<file path="src/rtl/gpirq_pkg.sv">
package gpirq_pkg;
   // two-bit detection codes
   typedef enum logic [1:0] {
      DET2_LEVEL = 2'd0,
      DET2_RISE  = 2'd1,
      DET2_FALL  = 2'd2,
      DET2_BOTH  = 2'd3
   } det2_e;

   // one-bit detection codes
   localparam logic DET1_LEVEL = 1'b0;
   localparam logic DET1_EDGE  = 1'b1;

   function automatic logic level_match(input logic smp, input logic pol);
      return smp == pol;
   endfunction
endpackage

</file>
<file path="src/rtl/gpirq_sync.sv">
module gpirq_sync #(
   parameter int WIDTH  = 1,
   parameter int STAGES = 2
) (
   input  logic             clk,
   input  logic             rst_n,
   input  logic [WIDTH-1:0] d,
   output logic [WIDTH-1:0] q
);
   logic [WIDTH-1:0] stg [STAGES];

   always_ff @(posedge clk or negedge rst_n) begin
      if (!rst_n) begin
         for (int k = 0; k < STAGES; k++) stg[k] <= '0;
      end else begin
         stg[0] <= d;
         for (int k = 1; k < STAGES; k++) stg[k] <= stg[k-1];
      end
   end

   assign q = stg[STAGES-1];
endmodule

</file>
<file path="src/rtl/gpirq_pin.sv">
module gpirq_pin
   import gpirq_pkg::*;
#(
   parameter int DET_W   = 2,
   parameter bit ACK_ONE = 1'b1
) (
   input  logic             clk,
   input  logic             rst_n,
   input  logic             smp,
   input  logic             en,
   input  logic             raw,
   input  logic             pol,
   input  logic [DET_W-1:0] det,
   input  logic             ack_wr,
   input  logic             ack_val,
   output logic             sts,
   output logic             req
);
   logic prev_q;
   logic rise, fall, lvl, hit, clr;

   always_ff @(posedge clk or negedge rst_n) begin
      if (!rst_n) prev_q <= 1'b0;
      else        prev_q <= smp;
   end

   assign rise = smp & ~prev_q;
   assign fall = ~smp & prev_q;
   assign lvl  = level_match(smp, pol);

   generate
      if (DET_W == 2) begin : g_det2
         always_comb begin
            unique case (det2_e'(det))
               DET2_LEVEL: hit = lvl;
               DET2_RISE:  hit = rise;
               DET2_FALL:  hit = fall;
               default:    hit = rise | fall;
            endcase
         end
      end else begin : g_det1
         always_comb begin
            if (det[0] == DET1_EDGE) hit = pol ? rise : fall;
            else                     hit = lvl;
         end
      end
   endgenerate

   assign clr = ack_wr && (ack_val == ACK_ONE);

   always_ff @(posedge clk or negedge rst_n) begin
      if (!rst_n)                  sts <= 1'b0;
      else if (hit && (en || raw)) sts <= 1'b1;
      else if (clr)                sts <= 1'b0;
   end

   assign req = sts & en;
endmodule

</file>
<file path="src/rtl/gpirq_merge.sv">
module gpirq_merge #(
   parameter int NUM_PINS = 4,
   parameter int TGT_W    = 3
) (
   input  logic                      clk,
   input  logic                      rst_n,
   input  logic [NUM_PINS-1:0]       req,
   input  logic [NUM_PINS*TGT_W-1:0] tgt,
   output logic                      any,
   output logic [(1<<TGT_W)-1:0]     dest
);
   localparam int NUM_DEST = 1 << TGT_W;

   logic                any_n;
   logic [NUM_DEST-1:0] dest_n;

   always_comb begin
      any_n  = 1'b0;
      dest_n = '0;
      for (int i = 0; i < NUM_PINS; i++) begin
         any_n = any_n | req[i];
         if (req[i]) dest_n[tgt[i*TGT_W +: TGT_W]] = 1'b1;
      end
   end

   always_ff @(posedge clk or negedge rst_n) begin
      if (!rst_n) begin
         any  <= 1'b0;
         dest <= '0;
      end else begin
         any  <= any_n;
         dest <= dest_n;
      end
   end
endmodule

</file>
<file path="src/rtl/gpirq_detector.sv">
module gpirq_detector #(
   parameter int NUM_PINS    = 4,
   parameter int DET_W       = 2,
   parameter int TGT_W       = 3,
   parameter int SYNC_STAGES = 2,
   parameter bit ACK_ONE     = 1'b1,
   parameter int IDX_W       = (NUM_PINS > 1) ? $clog2(NUM_PINS) : 1
) (
   input  logic                      clk,
   input  logic                      rst_n,
   input  logic [NUM_PINS-1:0]       pin_in,
   input  logic [NUM_PINS-1:0]       cfg_en,
   input  logic [NUM_PINS-1:0]       cfg_raw,
   input  logic [NUM_PINS-1:0]       cfg_pol,
   input  logic [NUM_PINS*DET_W-1:0] cfg_det,
   input  logic [NUM_PINS*TGT_W-1:0] cfg_tgt,
   input  logic                      ack_valid,
   input  logic [IDX_W-1:0]          ack_pin,
   input  logic                      ack_data,
   output logic [NUM_PINS-1:0]       irq_sts,
   output logic [NUM_PINS-1:0]       irq_req,
   output logic                      irq_any,
   output logic [(1<<TGT_W)-1:0]     irq_dest
);
   generate
      if (DET_W != 1 && DET_W != 2) begin : g_bad_det
         $error("DET_W must be 1 or 2");
      end
      if (NUM_PINS < 1) begin : g_bad_pins
         $error("NUM_PINS must be at least 1");
      end
      if (SYNC_STAGES < 1) begin : g_bad_sync
         $error("SYNC_STAGES must be at least 1");
      end
      if ((1 << IDX_W) < NUM_PINS) begin : g_bad_idx
         $error("IDX_W too narrow for NUM_PINS");
      end
   endgenerate

   logic [NUM_PINS-1:0] smp;

   gpirq_sync #(.WIDTH(NUM_PINS), .STAGES(SYNC_STAGES)) u_sync (
      .clk   (clk),
      .rst_n (rst_n),
      .d     (pin_in),
      .q     (smp)
   );

   for (genvar i = 0; i < NUM_PINS; i++) begin : g_pin
      gpirq_pin #(.DET_W(DET_W), .ACK_ONE(ACK_ONE)) u_pin (
         .clk     (clk),
         .rst_n   (rst_n),
         .smp     (smp[i]),
         .en      (cfg_en[i]),
         .raw     (cfg_raw[i]),
         .pol     (cfg_pol[i]),
         .det     (cfg_det[i*DET_W +: DET_W]),
         .ack_wr  (ack_valid && (ack_pin == IDX_W'(i))),
         .ack_val (ack_data),
         .sts     (irq_sts[i]),
         .req     (irq_req[i])
      );
   end

   gpirq_merge #(.NUM_PINS(NUM_PINS), .TGT_W(TGT_W)) u_merge (
      .clk   (clk),
      .rst_n (rst_n),
      .req   (irq_req),
      .tgt   (cfg_tgt),
      .any   (irq_any),
      .dest  (irq_dest)
   );
endmodule

</file>
<file path="config.mk">
export PLATFORM = sky130hd
export DESIGN_NAME = gpirq_detector
export DESIGN_NICKNAME = d
export VERILOG_FILES = /design/src/rtl/gpirq_pkg.sv /design/src/rtl/gpirq_sync.sv /design/src/rtl/gpirq_pin.sv /design/src/rtl/gpirq_merge.sv /design/src/rtl/gpirq_detector.sv
export SDC_FILE = /design/constraint.sdc
export NUM_CORES = 1
export LEC_CHECK = 0
export BUFFER_PORTS_ARGS = -buffer_cell sky130_fd_sc_hd__buf_2
export CAP_MARGIN = 30
export CORE_MARGIN = 1
export CORE_UTILIZATION = 42
export DETAILED_ROUTE_END_ITERATION = 10
export PLACE_DENSITY_LB_ADDON = 0.05
export REMOVE_ABC_BUFFERS = 1
export SLEW_MARGIN = 20
export SYNTH_ARGS = -nofsm -noshare
export SYNTH_HDL_FRONTEND = slang
export SYNTH_SLANG_ARGS = --single-unit
</file>
<file path="constraint.sdc">
create_clock -name clk -period 1.2 [get_ports clk]
set_input_delay 0.12 -clock clk [delete_from_list [all_inputs] [get_ports clk]]
set_output_delay 0.12 -clock clk [all_outputs]
set_load 0.005 [all_outputs]
</file>
==> results.py <==
metrics = {
    "outcome": {
        "outcome": "finished with violations",
        "violations": "negative setup slack",
    },
    "layout": {
        "nets": 263,
        "design_area_sq_um": 1870,
        "area_growth_pct": 36.5,
        "drive_above_1_share": 0.439,
        "final_core_util": 0.609,
        "antenna_cells": 0,
        "nFillCells": 281,
    },
    "timing": {
        "setup_slack_ps": -26.5,
        "fin_worst_skew_ps": 3.39,
        "slew_headroom": 0.634,
        "fin_crit_ps": 1230,
        "finalHoldViolCount": 0,
        "worst_slew_pin_slew_ps": 550,
        "fmax_mhz": 815,
        "final_max_slew_viol_count": 0,
        "hold_ws_ps": 89.3,
        "fin_crit_sh": 1.02,
        "final-setup-viol-count": 4,
        "rsz0062_at_grt": "yes",
    },
    "die": {
        "rows": 20,
        "die_h_um": 59.2,
        "core_sq_um": 3080,
        "chipWidth_um": 59.2,
        "die-area_sq_um": 3500,
        "initial_core_util": 0.446,
        "design.portCount": 59,
    },
    "routing": {
        "drt_wl_total_mm": 3.01,
        "ant_nets": 0,
        "num_vias": 1262,
        "drc": 0,
        "routed_via_density": 4.93,
        "dr.pass1.iters": 4,
        "wl_per_cell_um": 11.7,
        "drt-initial-drc-count": 36,
    },
    "power_and_ir_drop": {
        "powerDensity_nw_per_um2": 928,
        "p_seq_frac": 0.534,
        "clkPwrFrac": 0.222,
        "p_leak_nw": 0.944,
        "p_switching_mw": 0.483,
        "p_comb_frac": 0.244,
        "power_mw": 1.74,
        "internal_power_mw": 1.25,
        "netSwitchingFraction": 0.278,
        "ir_drop_v": 0.000493,
    },
    "global_route": {
        "antenna_found_initial": 0,
        "grt_pass1_wl_mm": 5.00,
        "gr-total-overflow": 0,
        "gr-usage-all-layers": 0.193,
        "grt_start_max_net_pins": 26,
        "grt_pass1_vias": 1217,
    },
    "synth": {
        "synth_top_area_frac": 0.456,
        "synth_ff_type": "dfrtp_1",
        "synth_area_leaders": "dfrtp_1 46%, ha_1 7.3%, buf_4 4.4%, inv_1 3.8%, a311o_1 2.9%",
        "synthCells": 138,
        "synthTopCellsByCount": "25 x dfrtp_1, 14 x inv_1",
        "synth.most_common_cell": "dfrtp_1",
        "ys_types": 31,
        "synth_edf_count": 0,
        "yosysTopAreaCell": "dfrtp_1",
        "synth_warnings": 0,
        "avgSynthCellArea_sq_um": 9.95,
        "ys_ff_latch": 25,
        "syn-cell-area_sq_um": 1370,
        "ys_seq_area_frac": 0.456,
        "async_flop_share": 1.00,
    },
    "worst_setup_path": {
        "worstSetupPathType": "reg2reg",
        "r2r_cells": 4,
        "path_cells": "ha_1, and2_0, o21ai_1, a32o_1",
        "r2r_start": "u_sync.q[3]",
        "worstReg2RegEnd": "g_pin[3].u_pin.sts",
        "worst-path-max-fanout": 4,
        "required_ps": 1470,
        "slowest_delay_ps": 440,
        "startpoint_type": "flop",
        "critPathCaptureType": "flop",
        "worst_path_max_delay_cell": "dfrtp_1",
        "crit_arrival_ps": 1490,
        "r2r_slack_ps": -30,
    },
    "clock_tree": {
        "cts_tree": "done",
        "clock_path_buffers": 2,
        "cts_root_buffer": "clkbuf_4",
        "clock_latency_ps": 310,
        "clk_pin_slew_ps": 140,
        "cts_buffers": 3,
        "cts_htree_levels": 1,
        "clock-sinks": 25,
    },
    "placement": {
        "routabilityCongestion": 0.856,
        "place_area_sq_um": 1700,
        "dp_hpwl_mm": 2.40,
        "port_buffers": 58,
    },
    "worst_hold_path": {
        "min_path_cells": 2,
        "hp-start": "cfg_tgt[0]",
        "hold_class": "in2reg",
        "whs_endpoint": "u_merge.dest[6]",
    },
    "job": {
        "cap_violations": 0,
    },
}
-- area by class of cell --
type,count,area (sq um),area share
Clock buffer,3,22.5,0.0120
Sequential cell,25,626,0.334
Multi-Input combinational cell,91,657,0.351
Clock inverter,1,7.51,0.00401
Inverter,14,52.6,0.0281
Tap cell,44,55.1,0.0294
Timing Repair Buffer,78,453,0.242
-- worst max-delay path by stage --
stage	startpoint	to	slack, ps	cells after the start
after floorplan	g_pin[2].u_pin.sts	u_merge.any	-10	2
after global placement	u_sync.q[2]	g_pin[2].u_pin.sts	2	4
after detailed placement	u_sync.q[2]	g_pin[2].u_pin.sts	-40	4
after CTS	u_sync.q[3]	g_pin[3].u_pin.sts	-30	4
after global routing	u_sync.q[0]	g_pin[0].u_pin.sts	-90	4
final	u_sync.q[3]	g_pin[3].u_pin.sts	-30	4
-- what timing repair did --
action | in CTS | in global routing
pin swaps | 19 | 12
buffers inserted | 7 | 2
gates resized for setup | 5 | 13
endpoints found under the setup margin | 6 | 10
hold buffers | 5 | 0
hold endpoints to repair | 29 | 0
-- metrics by stage --
| step | setup TNS (ps) | setup slack (ps) | std cells |
|---|---|---|---|
| 2_1_floorplan | -14.9 | -14.9 | 130 |
| 6_report | -48.4 | -26.5 | 256 |
| 3_3_place_gp | 0 | 2.18 | 238 |
| 4_1_cts | -86.3 | -25.3 | 254 |
| 5_1_grt | -310 | -87.4 | 256 |
| 3_5_place_dp | -154 | -43.7 | 238 |
-- worst max-delay path: cells and delay by family (launching register included) --
kind,cells,cell delay (ps)
DFF,1,440
AOI/OAI and AO/OA,2,290
adders and majority gates,1,300
and+or+nand+nor,1,150
-- flip-flops by register name, indices dropped and copies added, names as in the netlist --
name and count:
g_pin.u_pin.prev_q 4, u_merge.any 1, g_pin.u_pin.sts 4, u_sync.q 4, u_sync.stg 4, u_merge.dest 8
-- power groups by stage --
stage	sequential, mW	combinational (mW)	clock, mW
final	0.928	0.424	0.386
after CTS	0.927	0.409	0.401
after floorplan	0.950	0.152	0
after global placement	0.943	0.361	0
after global routing	0.936	0.476	0.427
after detailed placement	0.946	0.370	0
-- layout by cell type, fill, tap and decap left out, types with 2 or more instances in the layout --
cell type      instances
nand4b_1               2
nand3_1                3
and2_4                 3
ha_1                   7
o22ai_1                4
o32ai_1                2
dlygate4sd3_1          5
buf_2                 58
or2_2                  5
a21oi_2                2
a21oi_1                2
nand3b_1               3
xor2_1                 4
nor3_1                 5
nand2_2                2
nand2b_1               3
a211o_1                2
a32o_1                 4
o21ai_1                6
clkbuf_4               3
inv_1                 13
a311o_1                4
and2_0                 2
nand2_1                6
dfrtp_1               25
o21ai_0                2
buf_4                 15
nor2_1                 6
-- metal layers --
layer | track usage | wire (um)
met5 | 0 | 0
met4 | 0.0578 | 19
met3 | 0.0328 | 143
met1 | 0.223 | 1250
met2 | 0.360 | 1590
-- cell families (layout without fill, tap and decap cells) --
kind of cell,Yosys count,in the layout,share of synthesized area
buffers and inverters,22,96,0.0820
adders and majority gates,8,8,0.0729
and+or+nand+nor,47,47,0.191
xor gates and xnor gates,4,4,0.0255
DFF,25,25,0.456
AOI/OAI and AO/OA,32,32,0.172
(Power assumes the default switching activity.)
